[src/rtl/ecc_err_pkg.sv]
package ecc_err_pkg;

   localparam int unsigned CodeW = 5;

   // bit positions of the error code; the interrupt mask uses the same layout
   localparam int unsigned CodeFlash  = 0;
   localparam int unsigned CodeAlert  = 1;
   localparam int unsigned CodeProt   = 2;
   localparam int unsigned CodeSingle = 3;
   localparam int unsigned CodeMulti  = 4;

   typedef enum logic {
      TxData  = 1'b0,
      TxInstr = 1'b1
   } txn_kind_e;

   typedef struct packed {
      logic multi;
      logic single;
      logic prot;
      logic alert;
      logic flash;
   } err_code_t;

endpackage

[src/rtl/ecc_rsp_policy.sv]
module ecc_rsp_policy
   import ecc_err_pkg::*;
(
   input  logic      clk_i,
   input  logic      rst_ni,
   input  logic      rd_done_i,
   input  logic      rd_ecc_en_i,
   input  logic      rd_host_i,
   input  txn_kind_e rd_kind_i,
   input  logic      ecc_single_i,
   input  logic      ecc_multi_i,
   input  logic      pol_wr_i,
   input  logic      pol_wdata_i,
   input  logic      cfgen_wr_i,
   input  logic      cfgen_wdata_i,
   output logic      single_evt_o,
   output logic      multi_evt_o,
   output logic      rsp_valid_o,
   output logic      rsp_err_o,
   output logic      pol_o,
   output logic      cfgen_o
);

   logic      considered;
   txn_kind_e eff_kind;
   logic      return_err;
   logic      pol_q, cfgen_q;
   logic      rsp_valid_q, rsp_err_q;

   // errors only count when a read finishes with ECC applied
   assign considered   = rd_done_i & rd_ecc_en_i;
   assign single_evt_o = considered & ecc_single_i;
   assign multi_evt_o  = considered & ecc_multi_i;

   // sequencer-issued reads are always data reads
   assign eff_kind   = rd_host_i ? rd_kind_i : TxData;
   assign return_err = multi_evt_o & ((eff_kind == TxInstr) | pol_q);

   always_ff @(posedge clk_i or negedge rst_ni) begin
      if (!rst_ni) begin
         cfgen_q <= 1'b1;
         pol_q   <= 1'b0;
      end else begin
         if (cfgen_wr_i && !cfgen_wdata_i) begin
            cfgen_q <= 1'b0;
         end
         if (pol_wr_i && cfgen_q) begin
            pol_q <= pol_wdata_i;
         end
      end
   end

   always_ff @(posedge clk_i or negedge rst_ni) begin
      if (!rst_ni) begin
         rsp_valid_q <= 1'b0;
         rsp_err_q   <= 1'b0;
      end else begin
         rsp_valid_q <= rd_done_i;
         rsp_err_q   <= return_err;
      end
   end

   assign rsp_valid_o = rsp_valid_q;
   assign rsp_err_o   = rsp_err_q;
   assign pol_o       = pol_q;
   assign cfgen_o     = cfgen_q;

endmodule

[src/rtl/ecc_sat_counter.sv]
module ecc_sat_counter #(
   parameter int unsigned Width = 8
) (
   input  logic             clk_i,
   input  logic             rst_ni,
   input  logic             inc_i,
   input  logic [Width-1:0] clr_mask_i,
   output logic [Width-1:0] cnt_o
);

   localparam logic [Width-1:0] MaxVal = {Width{1'b1}};
   localparam logic [Width-1:0] One    = {{(Width-1){1'b0}}, 1'b1};

   logic [Width-1:0] cnt_q, cnt_d;

   always_comb begin
      cnt_d = cnt_q;
      if (|clr_mask_i) begin
         // a software clear takes the whole cycle; the increment is dropped
         cnt_d = cnt_q & ~clr_mask_i;
      end else if (inc_i && (cnt_q != MaxVal)) begin
         cnt_d = cnt_q + One;
      end
   end

   always_ff @(posedge clk_i or negedge rst_ni) begin
      if (!rst_ni) begin
         cnt_q <= '0;
      end else begin
         cnt_q <= cnt_d;
      end
   end

   assign cnt_o = cnt_q;

endmodule

[src/rtl/ecc_addr_log.sv]
module ecc_addr_log #(
   parameter int unsigned NumBanks  = 2,
   parameter int unsigned WordAddrW = 16,
   parameter int unsigned ByteOffW  = 3,
   parameter int unsigned BankW     = 1
) (
   input  logic                              clk_i,
   input  logic                              rst_ni,
   input  logic                              load_i,
   input  logic [BankW-1:0]                  bank_i,
   input  logic [WordAddrW-1:0]              word_addr_i,
   output logic [NumBanks*(WordAddrW+ByteOffW)-1:0] addr_o
);

   localparam int unsigned FullAddrW = WordAddrW + ByteOffW;

   for (genvar b = 0; b < NumBanks; b++) begin : g_bank
      logic [WordAddrW-1:0] word_q;
      logic                 hit;

      assign hit = load_i && (bank_i == BankW'(b));

      always_ff @(posedge clk_i or negedge rst_ni) begin
         if (!rst_ni) begin
            word_q <= '0;
         end else if (hit) begin
            word_q <= word_addr_i;
         end
      end

      // the report is a byte address aligned to the full flash word
      assign addr_o[b*FullAddrW +: FullAddrW] = {word_q, {ByteOffW{1'b0}}};
   end

endmodule

[src/rtl/ecc_err_irq.sv]
module ecc_err_irq
   import ecc_err_pkg::*;
(
   input  logic             clk_i,
   input  logic             rst_ni,
   input  logic [CodeW-1:0] set_i,
   input  logic [CodeW-1:0] clr_i,
   input  logic [CodeW-1:0] mask_i,
   input  logic             enable_i,
   input  logic             test_i,
   input  logic             state_clr_i,
   output logic [CodeW-1:0] code_o,
   output logic             irq_o
);

   err_code_t        code_q;
   logic [CodeW-1:0] masked, masked_q;
   logic             change_evt;
   logic             state_q;

   always_ff @(posedge clk_i or negedge rst_ni) begin
      if (!rst_ni) begin
         code_q <= '0;
      end else begin
         // hardware set has priority over the software clear
         code_q <= (code_q & ~clr_i) | set_i;
      end
   end

   assign masked = code_q & mask_i;

   always_ff @(posedge clk_i or negedge rst_ni) begin
      if (!rst_ni) begin
         masked_q <= '0;
      end else begin
         masked_q <= masked;
      end
   end

   assign change_evt = (masked != masked_q);

   always_ff @(posedge clk_i or negedge rst_ni) begin
      if (!rst_ni) begin
         state_q <= 1'b0;
      end else begin
         state_q <= (state_q & ~state_clr_i) | change_evt | test_i;
      end
   end

   assign code_o = code_q;
   assign irq_o  = state_q & enable_i;

endmodule

[src/rtl/ecc_err_report.sv]
module ecc_err_report
   import ecc_err_pkg::*;
#(
   parameter int unsigned NumBanks  = 2,
   parameter int unsigned WordAddrW = 16,
   parameter int unsigned BusBytes  = 8,
   parameter int unsigned CntW      = 8,
   localparam int unsigned BankW     = (NumBanks > 1) ? $clog2(NumBanks) : 1,
   localparam int unsigned ByteOffW  = $clog2(BusBytes),
   localparam int unsigned FullAddrW = WordAddrW + ByteOffW
) (
   input  logic                          clk_i,
   input  logic                          rst_ni,
   input  logic                          rd_done_i,
   input  logic                          rd_ecc_en_i,
   input  logic                          rd_host_i,
   input  logic                          rd_kind_i,
   input  logic [BankW-1:0]              rd_bank_i,
   input  logic [WordAddrW-1:0]          rd_word_addr_i,
   input  logic                          ecc_single_i,
   input  logic                          ecc_multi_i,
   input  logic                          flash_err_i,
   input  logic                          flash_alert_i,
   input  logic                          prot_err_i,
   input  logic                          pol_wr_i,
   input  logic                          pol_wdata_i,
   input  logic                          cfgen_wr_i,
   input  logic                          cfgen_wdata_i,
   input  logic [CntW-1:0]               sbe_cnt_clr_i,
   input  logic [CntW-1:0]               mbe_cnt_clr_i,
   input  logic [4:0]                    err_code_clr_i,
   input  logic [4:0]                    irq_mask_i,
   input  logic                          irq_enable_i,
   input  logic                          irq_test_i,
   input  logic                          irq_clr_i,
   output logic                          rsp_valid_o,
   output logic                          rsp_err_o,
   output logic                          pol_o,
   output logic                          cfgen_o,
   output logic [4:0]                    err_code_o,
   output logic [CntW-1:0]               sbe_cnt_o,
   output logic [CntW-1:0]               mbe_cnt_o,
   output logic [NumBanks*FullAddrW-1:0] sbe_addr_o,
   output logic [NumBanks*FullAddrW-1:0] mbe_addr_o,
   output logic                          irq_o
);

   initial begin
      if (NumBanks < 1)  $fatal(1, "NumBanks must be at least 1");
      if (BusBytes < 2)  $fatal(1, "BusBytes must be at least 2");
      if (CntW < 2)      $fatal(1, "CntW must be at least 2");
      if (WordAddrW < 1) $fatal(1, "WordAddrW must be at least 1");
   end

   logic      single_evt, multi_evt;
   txn_kind_e kind;
   err_code_t code_set;

   assign kind = txn_kind_e'(rd_kind_i);

   ecc_rsp_policy u_policy (
      .clk_i         (clk_i),
      .rst_ni        (rst_ni),
      .rd_done_i     (rd_done_i),
      .rd_ecc_en_i   (rd_ecc_en_i),
      .rd_host_i     (rd_host_i),
      .rd_kind_i     (kind),
      .ecc_single_i  (ecc_single_i),
      .ecc_multi_i   (ecc_multi_i),
      .pol_wr_i      (pol_wr_i),
      .pol_wdata_i   (pol_wdata_i),
      .cfgen_wr_i    (cfgen_wr_i),
      .cfgen_wdata_i (cfgen_wdata_i),
      .single_evt_o  (single_evt),
      .multi_evt_o   (multi_evt),
      .rsp_valid_o   (rsp_valid_o),
      .rsp_err_o     (rsp_err_o),
      .pol_o         (pol_o),
      .cfgen_o       (cfgen_o)
   );

   ecc_sat_counter #(.Width(CntW)) u_sbe_cnt (
      .clk_i      (clk_i),
      .rst_ni     (rst_ni),
      .inc_i      (single_evt),
      .clr_mask_i (sbe_cnt_clr_i),
      .cnt_o      (sbe_cnt_o)
   );

   ecc_sat_counter #(.Width(CntW)) u_mbe_cnt (
      .clk_i      (clk_i),
      .rst_ni     (rst_ni),
      .inc_i      (multi_evt),
      .clr_mask_i (mbe_cnt_clr_i),
      .cnt_o      (mbe_cnt_o)
   );

   ecc_addr_log #(
      .NumBanks  (NumBanks),
      .WordAddrW (WordAddrW),
      .ByteOffW  (ByteOffW),
      .BankW     (BankW)
   ) u_sbe_addr (
      .clk_i       (clk_i),
      .rst_ni      (rst_ni),
      .load_i      (single_evt),
      .bank_i      (rd_bank_i),
      .word_addr_i (rd_word_addr_i),
      .addr_o      (sbe_addr_o)
   );

   ecc_addr_log #(
      .NumBanks  (NumBanks),
      .WordAddrW (WordAddrW),
      .ByteOffW  (ByteOffW),
      .BankW     (BankW)
   ) u_mbe_addr (
      .clk_i       (clk_i),
      .rst_ni      (rst_ni),
      .load_i      (multi_evt),
      .bank_i      (rd_bank_i),
      .word_addr_i (rd_word_addr_i),
      .addr_o      (mbe_addr_o)
   );

   assign code_set.flash  = flash_err_i;
   assign code_set.alert  = flash_alert_i;
   assign code_set.prot   = prot_err_i;
   assign code_set.single = single_evt;
   assign code_set.multi  = multi_evt;

   ecc_err_irq u_irq (
      .clk_i       (clk_i),
      .rst_ni      (rst_ni),
      .set_i       (code_set),
      .clr_i       (err_code_clr_i),
      .mask_i      (irq_mask_i),
      .enable_i    (irq_enable_i),
      .test_i      (irq_test_i),
      .state_clr_i (irq_clr_i),
      .code_o      (err_code_o),
      .irq_o       (irq_o)
   );

endmodule

[config.mk]
export PLATFORM = sky130hd
export DESIGN_NAME = ecc_err_report
export DESIGN_NICKNAME = d
export VERILOG_FILES = /design/src/rtl/ecc_err_pkg.sv /design/src/rtl/ecc_rsp_policy.sv /design/src/rtl/ecc_sat_counter.sv /design/src/rtl/ecc_addr_log.sv /design/src/rtl/ecc_err_irq.sv /design/src/rtl/ecc_err_report.sv
export SDC_FILE = /design/constraint.sdc
export NUM_CORES = 1
export LEC_CHECK = 0
export ABC_AREA = 1
export BUFFER_PORTS_ARGS = -buffer_cell sky130_fd_sc_hd__buf_2
export CORE_MARGIN = 1
export CORE_UTILIZATION = 45
export CTS_CLUSTER_SIZE = 20
export DETAILED_ROUTE_END_ITERATION = 10
export PLACE_DENSITY = 0.7
export SLEW_MARGIN = 0
export SYNTH_ARGS = -nofsm -noshare
export SYNTH_HDL_FRONTEND = slang
export SYNTH_SLANG_ARGS = --single-unit
[constraint.sdc]
create_clock -name clk_i -period 2.3 [get_ports clk_i]
set_clock_uncertainty 0.15 [all_clocks]
set_input_delay 0.23 -clock clk_i [delete_from_list [all_inputs] [get_ports clk_i]]
set_output_delay 0.23 -clock clk_i [all_outputs]
set_load 0.01 [all_outputs]
== Word level (Yosys, flattened, before mapping) ==
Index checks and enable logic that the tools add are counted.
Cells by class
  add/sub/neg operators: 2
  eq/ne operators: 3
  muxes and demuxes: 5
  bitwise gates (word level): 19
  reductions and logical operators: 13
Operators by type and width (count)
  8-bit two-way mux: 4
  8-bit by 1-bit adder with 8-bit output (second input constant): 2
  8-bit AND: 2
  8-bit inequality test (second input constant): 2
  8-bit inverter: 2
  8-bit OR reduction: 2
  5-bit AND: 2
  1-bit logical AND: 8
  1-bit AND: 6
  5-bit inequality test: 1
  5-bit inverter: 1
  5-bit bitwise OR: 1
  2-bit nonzero test: 2
  1-bit bitwise OR: 3
  1-bit inverter: 2
  1-bit logical NOT: 1
  1-bit two-way mux: 1
Word-level totals
  register bits after elaboration: 95
  input port bits: 61
  output and inout bits: 102

== Depth between registers and ports, before layout ==
Gate-level depths: netlist (run 1).
  depth after elaboration: 5
  gate-level depth with buffers: 9

== Cells and area by module ==
From an unflattened synthesis (run 1), not the netlist that was laid out.
Second synthesis, totals
  cells, all modules: 568
  area, all modules: 4660.7 um^2
Modules (own cells, without submodules)
  ecc_addr_log: times used 2, cells each 147, area each 1368.8 um^2, sequential area each 800.8 um^2
  ecc_sat_counter: times used 2, cells each 100, area each 641.9 um^2, sequential area each 200.2 um^2
  ecc_err_irq: times used 1, cells each 59, area each 481.7 um^2, sequential area each 275.3 um^2
  ecc_rsp_policy: times used 1, cells each 15, area each 157.7 um^2, sequential area each 101.3 um^2

== Least setup slack after synthesis (run 1) ==
No wires, ideal clock.
  kind: reg2reg
  start: register u_mbe_cnt.cnt_q[0], in the netlist u_mbe_cnt.cnt_o[0]
  end: register u_mbe_cnt.cnt_q[2], in the netlist u_mbe_cnt.cnt_o[2]
  arrival time: 1.266 ns
  setup slack: 0.766 ns
  stages on the path, launching flop included: 10
  buffers on the path: 1
  path through: dfrtp_1 -> ha_1 -> nand2_1 -> nor2_1 -> nand2_2 -> nand2_4 -> nand2_4 -> buf_6 -> nand2_2 -> o21ai_2
On the way
  word-level cells in the longest chain between the ends: 3
  elaborated cells between the ends (all ways): 6
Ends and longest elaborated chain
  start: declaration: RTL line ecc_sat_counter.sv:14  | logic [Width-1:0] cnt_q, cnt_d;
  start signal: assignment: RTL line ecc_sat_counter.sv:30  | cnt_q <= cnt_d;
  8-bit by 1-bit adder with 8-bit output / 8-bit inequality test (equally long branches): RTL line ecc_sat_counter.sv:22, ecc_sat_counter.sv:21
  8-bit two-way mux / 1-bit logical AND (equally long branches): RTL line ecc_sat_counter.sv:21  | end else if (inc_i && (cnt_q != MaxVal)) begin
  8-bit two-way mux / 2-bit nonzero test (equally long branches)
Several ways; a longest one is shown, not always the timed one. The select of a mux whose other input is x is not followed.
A chain may end at the register's enable or synchronous reset.

== Worst setup path after layout (run 1) ==
  start: input rd_done_i
  end: register u_sbe_addr.g_bank[1].word_q[3]
On the way
  word-level cells in the longest chain between the ends: 3
Ends and longest elaborated chain
  start: declaration: RTL line ecc_err_report.sv:14  | input logic rd_done_i,
  1-bit AND: RTL line ecc_rsp_policy.sv:31  | assign considered = rd_done_i & rd_ecc_en_i;
  1-bit AND: RTL line ecc_rsp_policy.sv:32  | assign single_evt_o = considered & ecc_single_i;
  1-bit logical AND: RTL line ecc_addr_log.sv:21  | assign hit = load_i && (bank_i == BankW'(b));
  end signal: assignment: RTL line ecc_addr_log.sv:27  | word_q <= word_addr_i;
  end: declaration: RTL line ecc_addr_log.sv:18  | logic [WordAddrW-1:0] word_q;
No other way between the ends.

==> flow_summary_export.csv, run 1 <==
group,metric,value,unit
pwr,pwr_density_cell,681.5,nW/um^2
die,io_pins,163,
clock_network,clkTransAtPathRegs,110,ps
routing,postRouteWirelength,10630,um
sta,finalCritPeriodShare,81.35,%
global_route,met1_usage,28.53,%
sta,finalCriticalPeriod,1871,ps
routing,drtIter0Drc,122,
clock_network,cts_tree,"built",
sta,fin_tns_setup,0,ps
die,die_y,100.1,um
synthesis,yosys-top-cells-area,"dfrtp_1, nand2_1, o21ai_0",
synthesis,synth_cells,506,
worst_setup_path,crit_family,"buffers and inverters",
synthesis,asyncSetResetFlopFracSynth,100.0,%
synthesis,synth_compound_area_share,11.18,%
global_route,antenna_found_initial,0,
worst_setup_path,critPathLaunch,"rd_done_i",
synthesis,synth_top_area_share,54.34,%
global_route,grt.total_usage,22.16,%
worst_setup_path,slowest_delay,530,ps
routing,postRouteAntennaNets,0,
worst_setup_path,crit_path_top_delay_cell,"dlygate4sd3_1",
synthesis,ys_seq_area_share,54.94,%
global_route,grtUsageMet3,5.153,%
synthesis,syn_avg_cell_area,8.556,sq um
worst_hold_path,hp-class,"in -> reg",
die,core_region_area,9284,sq um
final_layout,layout_commonest_cell,"nand2_1",
worst_setup_path,cp_common_cell,"nand2_1",
worst_setup_path,r2r_end,"u_sbe_cnt.cnt_o[2]",
worst_setup_path,crit_buf_inv,4,
routing,vias,3822,
sta,slew_violations,0,
synthesis,synth_xor_area_share,1.416,%
synthesis,ys_types,31,
flow_run,drv_cap,0,
clock_network,cts-root-buf,"clkbuf_8",
place,dpl_cell_area,5172,sq um
global_route,grt-ovfl-total,0,
worst_setup_path,path_class,"in -> reg",
pwr,fin_total_pwr,3.817,mW
clock_network,cts_made_buffers,9,
global_route,use_met2,36.76,%
clock_network,post-cts-setup-buffers,0,
die,rows,35,
worst_setup_path,cp-end-kind,"flip-flop",
final_layout,layout_common_cells,"nand2_1, buf_2, dfrtp_1",
synthesis,synth_top_cell_by_area,"dfrtp_1",
clock_network,clock_path_buffers,2,
routing,drc_errors,0,
worst_setup_path,timing.rr.start,"u_sbe_cnt.cnt_o[1]",
clock_network,postCtsResizedCells,0,
die,start_util,46.63,%
synthesis,yosys.area_share.simple,23.27,%
place,gp_congestion,0.8432,
sta,grt_setup_unrepaired,"false",
global_route,grt_pass1_vias,3742,
place,port_buffers,150,
worst_setup_path,critPathRequiredTime,2380,ps
final_layout,fill_cells,834,
worst_setup_path,cp_cell_sequence,"dlygate4sd3_1 > buf_2 > nand3_1 > inv_2 > nand2_1 > buf_4 > nand2_1 > o21ai_0",
synthesis,synth-edff-count,0,
pwr,ir_worst_vdd,398.6,uV
synthesis,synth_area,4329,sq um
worst_setup_path,crit_path_end,"u_sbe_addr.g_bank[1].word_q[3]",
final_layout,fin_area,5602,sq um
worst_setup_path,critical_path_depth,8,
global_route,grt_pass1_wl,17510,um
final_layout,nNetsFinal,744,
worst_setup_path,crit_arrival,1950,ps
synthesis,yosys.area_share.adder,0.5780,%
final_layout,areaGrowthSynthToFinish,29.39,%
sta,fmax,534.5,MHz
sta,hold_viol,0,
synthesis,ys_warn_count,0,
synthesis,ys.flop_type,"dfrtp_1",
global_route,grt_max_degree,44,
clock_network,clk_latency,360,ps
worst_setup_path,worstSetupStartpointType,"input port",
pwr,p_leak,3.126,nW
place,dp_hpwl,7730,um
sta,tightest_slew,506.8,ps
clock_network,numClockSinks,95,
final_layout,diodes,0,
final_layout,drive_above_1_share,29.01,%
worst_setup_path,r2r_slack,630,ps
clock_network,htreeDepth,3,
routing,viasPerCell,4.690,
sta,slew_headroom,66.13,%
sta,setup_violations,0,
worst_setup_path,crit_fanout,17,
synthesis,yosys_register_bits,95,
routing,wl_per_cell,13.05,um
synthesis,synth_top_family_by_area,"simple AND/OR/NAND/NOR gates",
synthesis,synth_mux_area_share,0,%
global_route,top_usage_layer,"met2",
worst_setup_path,reg2reg_depth,8,
routing,drtPass1Iterations,4,
clock_network,ctsHoldBuffers,24,
outcome,outcome,"complete, no violations",
die,die_w,100.1,um
die,die-area,10020,sq um
-- tightest hold or removal path: stages --
cell     delay [ps]
buf_2            80
inv_1            50
o21ai_0         140
-- layout make-up --
| cell class | instances | area (sq um) | share of cell area (%) |
|---|---|---|---|
| sequential | 95 | 2379 | 42.46 |
| clock buffer | 9 | 123.9 | 2.211 |
| timing repair buffer | 180 | 1051 | 18.76 |
| multi-input combinational | 342 | 1623 | 28.97 |
| clock inverter | 7 | 65.06 | 1.161 |
| inverter | 53 | 198.9 | 3.551 |
| tap | 129 | 161.4 | 2.881 |
-- registers in the layout (all words and copies together), names as in the netlist --
register and cells:
u_policy.rsp_valid_o 1, u_sbe_addr.g_bank.word_q 32, u_irq.masked_q 5, u_mbe_cnt.cnt_o 8
u_policy.rsp_err_o 1, u_irq.state_q 1, u_policy.pol_o 1, u_mbe_addr.g_bank.word_q 32
u_sbe_cnt.cnt_o 8, u_policy.cfgen_o 1, u_irq.code_o 5
-- per-stage QoR --
step                      hold WS (ps)  worst slack [ps]  std cells  utilization (%)
final                            25.71             428.9        815            60.34
after global routing             33.20             257.4        815            60.34
after CTS                        16.35             441.7        815            60.34
after detailed placement         29.75             605.4        775            55.71
after global placement           25.93             679.2        775            55.71
after floorplan                 -215.6             766.4        517                -
-- Yosys cell counts, types with 2 or more instances --
cell type and n:
inv_1 50, xor2_1 6, clkbuf_1 8, nor2_1 30, ha_1 2, nor2_8 2
o21ai_2 3, buf_6 2, a21oi_1 4, o21ai_0 79, nand2_2 6, dfrtp_1 94
nand2_1 157, buf_4 13, nand3_2 4, inv_2 3, or2_2 2, buf_2 4
nand2_4 4, o21bai_1 3, nand3_1 20
-- metal layers --
metal / share of wire, % / up-vias
met1: 44 / 1757
met2: 47 / 127
li1: - / 1915
met5: 0 / -
met4: 2.3 / 0
met3: 6.2 / 23
-- cells by family (layout without fill, tap and decap cells) --
family | after synthesis | after routing
simple gates | 229 | 229
other cells | 1 | 12
flops | 95 | 95
buf+inv | 80 | 249
compound gates | 92 | 92
xor+xnor | 7 | 7
fa+ha+maj | 2 | 2
-- worst min path at each step --
stage	startpoint	cells after the start	slack (ps)	to
after CTS	irq_clr_i	4	20	u_irq.state_q
after detailed placement	rst_ni	1	30	u_policy.rsp_valid_o
final	rd_word_addr_i[9]	3	30	u_mbe_addr.g_bank[1].word_q[9]
after global routing	rd_word_addr_i[14]	3	30	u_sbe_addr.g_bank[0].word_q[14]
after floorplan	rst_ni	0	-220	u_irq.code_o[0]
after global placement	rst_ni	1	30	u_mbe_cnt.cnt_o[0]
-- where the power goes --
group | total (mW) | internal [mW] | switching (mW)
clock | 1.06 | 0.422 | 0.636
combinational | 0.740 | 0.317 | 0.423
sequential | 2.02 | 1.89 | 0.127
total | 3.82 | 2.63 | 1.19
Note: power is estimated with default switching activity, not from simulation.
==> run 2, diff against run 1 <==
clock period = 1.9 ns   (was 2.3 ns; I/O delays follow)
==> flow_summary_export.csv, run 2 (synthesis results as in run 1) <==
group,metric,value,unit
final_layout,reg_top3,"u_mbe_addr.g_bank.word_q: 32 flops, u_sbe_addr.g_bank.word_q: 32 flops",
final_layout,areaGrowthSynthToFinish,32.66,%
routing,wl_per_cell,12.74,um
final_layout,fin_cells,828,
routing,wl_met2,5079,um
routing,drc_errors,0,
sta,tightest_slew,513.5,ps
final_layout,diodes,0,
clock_network,ctsHoldBuffers,37,
clock_network,post-cts-setup-buffers,0,
pwr,fin_total_pwr,4.672,mW
clock_network,cts-root-buf,"clkbuf_8",
global_route,grt_pass1_vias,3748,
clock_network,clkTransAtPathRegs,90,ps
clock_network,cts_made_buffers,9,
worst_setup_path,crit_fanout,3,
worst_setup_path,critPathRequiredTime,1990,ps
global_route,antenna_found_initial,0,
final_layout,drive_above_1_share,28.47,%
sta,slew_headroom,65.77,%
die,core_region_area,9284,sq um
place,port_buffers,150,
global_route,grt_max_degree,96,
die,io_pins,163,
die,die_w,100.1,um
pwr,pwr_density_cell,813.5,nW/um^2
sta,setup_violations,0,
final_layout,final-seq-area,2379,sq um
global_route,grt_pass1_wl,17340,um
place,dp_hpwl,7360,um
worst_setup_path,cp_cell_sequence,"dlygate4sd3_1 > buf_2 > nand2_1 > nand2_1 > o21ai_0 > a21oi_1 > nand4_1 > dlygate4sd3_1",
worst_setup_path,path_class,"in -> reg",
routing,drtPass1Iterations,4,
final_layout,fin_area,5743,sq um
routing,postRouteAntennaNets,0,
pwr,ir_worst_vdd,584.7,uV
routing,vias,3860,
final_layout,fin_util,61.86,%
global_route,grt-ovfl-total,0,
die,die_y,100.1,um
worst_setup_path,worstSetupStartpointType,"input port",
worst_hold_path,hp-class,"in -> reg",
clock_network,htreeDepth,3,
sta,finalCriticalPeriod,1717,ps
place,dpl_worst_slack,320.0,ps
clock_network,clock_path_buffers,2,
place,gp_congestion,0.8416,
worst_setup_path,crit_buf_inv,3,
sta,fmax,582.3,MHz
die,rows,35,
sta,fin_tns_setup,0,ps
sta,finalCritPeriodShare,90.39,%
flow_run,drv_cap,0,
sta,grt_setup_unrepaired,"false",
sta,hold_viol,0,
worst_setup_path,crit_arrival,1810,ps
clock_network,clk_latency,350,ps
die,die-area,10020,sq um
clock_network,numClockSinks,95,
place,dp.cells,776,
worst_setup_path,slowest_delay,560,ps
clock_network,postCtsResizedCells,0,
pwr,p_leak,3.178,nW
routing,top_layer,"met4",
worst_setup_path,crit_family,"buffers and inverters",
sta,worst_slack,182.6,ps
final_layout,layout_commonest_cell,"nand2_1",
worst_setup_path,cp-end-kind,"flip-flop",
sta,whs,10.00,ps
final_layout,multi_input_area,1623,sq um
global_route,grt.total_usage,22.10,%
outcome,outcome,"complete, no violations",
routing,postRouteWirelength,10550,um
sta,slew_violations,0,
final_layout,nNetsFinal,758,
routing,met3WireLength,706,um
clock_network,cts_tree,"built",
routing,viasPerCell,4.662,
worst_setup_path,crit_path_top_delay_cell,"dlygate4sd3_1",
final_layout,fill_cells,820,
place,dpl_cell_area,5180,sq um
routing,drtIter0Drc,173,
die,start_util,46.63,%
final_layout,layout_common_cells,"nand2_1, buf_2, dfrtp_1",
routing,drt-met1-wl,4608,um
==> run 2: final cells by class <==
type                       count  area share, %
multi-input combinational    342          28.26
clock inverter                 6          1.198
sequential                    95          41.42
inverter                      53          3.464
timing repair buffer         194          20.70
clock buffer                   9          2.157
tap                          129          2.810
==> run 2: worst paths after layout <==
check	from	slack, ps	depth (start not counted)	to
setup / recovery	irq_mask_i[4]	180	8	u_irq.state_q
hold / removal	rd_word_addr_i[11]	10	3	u_mbe_addr.g_bank[1].word_q[11]
setup reg to reg	u_irq.code_o[4]	220	6	u_irq.state_q
hold reg to reg	u_sbe_addr.g_bank[1].word_q[0]	330	2	u_sbe_addr.g_bank[1].word_q[0]
max in group asynchronous	rst_ni	930	3	u_mbe_addr.g_bank[0].word_q[13]
min in group asynchronous	rst_ni	270	3	u_mbe_cnt.cnt_o[0]
==> run 2: layer usage <==
layer | global-route usage, % | vias to the layer above
met3 | 5.501 | 15
met5 | 0 | -
li1 | - | 1939
met4 | 6.800 | 0
met1 | 28.53 | 1789
met2 | 36.92 | 117
==> run 2: worst min-delay path: cells and delay by family <==
kind	cells	cell delay, ps
buffers and inverters	2	190
AOI/OAI and AO/OA	1	90
==> run 2: where the power goes <==
group          internal, mW  switching [mW]  leakage, nW
Combinational         0.401           0.507         1.87
Sequential             2.29           0.154         1.21
Clock                 0.611           0.709       0.0961
Total                  3.30            1.37         3.18
==> run 3, diff against run 2 <==
==> constraint.sdc (replaced) <==
create_clock -name clk_i -period 1.9 [get_ports clk_i]
set_clock_uncertainty 0.15 [all_clocks]
set_input_delay 0.38 -clock clk_i [delete_from_list [all_inputs] [get_ports clk_i]]
set_output_delay 0.38 -clock clk_i [all_outputs]
set_load 0.01 [all_outputs]
==> flow_summary_export.csv, run 3 (synthesis results as in run 1) <==
group,metric,value,unit
routing,viasPerCell,4.689,
worst_hold_path,hp-class,"in -> reg",
die,rows,35,
final_layout,final-seq-area,2379,sq um
sta,hold_viol,0,
global_route,grt_pass1_vias,3381,
sta,slew_headroom,66.56,%
worst_hold_path,min_to,"u_policy.cfgen_o",
worst_setup_path,reg2reg_depth,8,
global_route,grt_pass1_wl,16130,um
routing,drtPass1Iterations,4,
place,dp_hpwl,7299,um
sta,tightest_slew,501.5,ps
sta,fmax,585.7,MHz
die,die_y,100.1,um
routing,wl_per_cell,12.56,um
worst_setup_path,critPathRequiredTime,2020,ps
sta,finalCritPeriodShare,89.86,%
clock_network,ctsHoldBuffers,2,
die,core_region_area,9284,sq um
clock_network,clkTransAtPathRegs,100,ps
final_layout,areaGrowthSynthToFinish,24.54,%
global_route,grt_max_degree,96,
worst_setup_path,crit_arrival,1830,ps
final_layout,layout_common_cells,"nand2_1, buf_2, dfrtp_1",
clock_network,cts_tree,"built",
sta,setup_violations,0,
flow_run,drv_cap,0,
final_layout,nNetsFinal,723,
place,dp.cells,776,
clock_network,postCtsResizedCells,0,
worst_hold_path,hp-start,"cfgen_wr_i",
final_layout,multi_input_area,1623,sq um
die,start_util,46.63,%
pwr,pwr_density_cell,844.1,nW/um^2
clock_network,clk_latency,360,ps
worst_setup_path,path_class,"in -> reg",
worst_setup_path,crit_fanout,32,
routing,vias,3723,
final_layout,drive_above_1_share,30.08,%
routing,drtIter0Drc,147,
global_route,grt-ovfl-total,0,
outcome,outcome,"complete, no violations",
die,die_w,100.1,um
final_layout,diodes,0,
routing,postRouteAntennaNets,0,
worst_setup_path,r2r_slack,280,ps
routing,drc_errors,0,
place,gp_congestion,0.8859,
pwr,fin_total_pwr,4.551,mW
clock_network,numClockSinks,95,
worst_hold_path,hold_depth,2,
worst_setup_path,timing.rr.start,"u_mbe_cnt.cnt_o[0]",
clock_network,cts_made_buffers,9,
clock_network,htreeDepth,3,
worst_setup_path,worstSetupStartpointType,"input port",
pwr,ir_worst_vdd,590.2,uV
pwr,p_leak,3.030,nW
global_route,antenna_found_initial,0,
sta,fin_tns_setup,0,ps
clock_network,post-cts-setup-buffers,0,
sta,grt_setup_unrepaired,"false",
global_route,grt.total_usage,20.63,%
worst_setup_path,r2r_end,"u_mbe_cnt.cnt_o[6]",
final_layout,fin_cells,794,
routing,postRouteWirelength,9971,um
sta,slew_violations,0,
final_layout,fill_cells,861,
clock_network,cts-root-buf,"clkbuf_8",
worst_setup_path,cp-end-kind,"flip-flop",
sta,finalCriticalPeriod,1707,ps
final_layout,reg_top3,"u_mbe_addr.g_bank.word_q: 32 flops, u_sbe_addr.g_bank.word_q: 32 flops",
place,port_buffers,150,
final_layout,layout_commonest_cell,"nand2_1",
die,io_pins,163,
clock_network,clock_path_buffers,2,
die,die-area,10020,sq um
-- run 3: where the power goes --
| part | internal, mW | switching, mW | leakage, nW |
|---|---|---|---|
| Combinational | 0.356 | 0.496 | 1.73 |
| Clock | 0.507 | 0.750 | 0.0924 |
| Sequential | 2.29 | 0.152 | 1.21 |
| Total | 3.15 | 1.40 | 3.03 |
-- run 3: through the flow --
step	util (%)	instance area [sq um]	setup WS (ps)	hold slack (ps)
detailed placement	55.80	5180	265.9	317.3
CTS	58.07	5391	203.0	4.592
floorplan	-	4370	366.4	-65.59
global route	58.07	5391	50.45	18.87
finish	58.07	5391	192.6	16.52
global placement	55.80	5180	307.6	310.5
-- run 3: cell type report --
type	count	share of cell area, %
flip-flops and latches	95	44.12
multi-input cells	342	30.10
repair buffers	159	15.55
inverters	53	3.690
well taps	129	2.994
clock buffers	9	2.298
clock inverters	7	1.253
-- run 3: worst max-delay path by stage --
stage,slack [ps],from,endpoint,cells after the start
after floorplan,370,u_mbe_cnt.cnt_o[0],u_mbe_cnt.cnt_o[2],9
after global placement,310,mbe_cnt_clr_i[1],u_mbe_cnt.cnt_o[0],7
after detailed placement,270,sbe_cnt_clr_i[3],u_sbe_cnt.cnt_o[6],9
after CTS,200,rd_done_i,u_sbe_addr.g_bank[0].word_q[15],7
after global routing,50,rd_done_i,u_mbe_addr.g_bank[0].word_q[15],8
final,190,rd_done_i,u_mbe_addr.g_bank[0].word_q[2],8
-- run 3: worst max-delay path, stage by stage --
cell and delay, ps:
dlygate4sd3_1 550, buf_2 140, nand3_1 140, inv_2 80, nand2_1 60, buf_4 300, nand2_1 90, o21ai_0 90
-- run 3: layer usage --
layer	global-route usage [%]	vias to the layer above	part of all wire, %
li1	-	1871	-
met2	32.63	114	46
met1	28.28	1725	46
met4	7.023	0	1.6
met5	0	-	0
met3	4.666	13	6.5
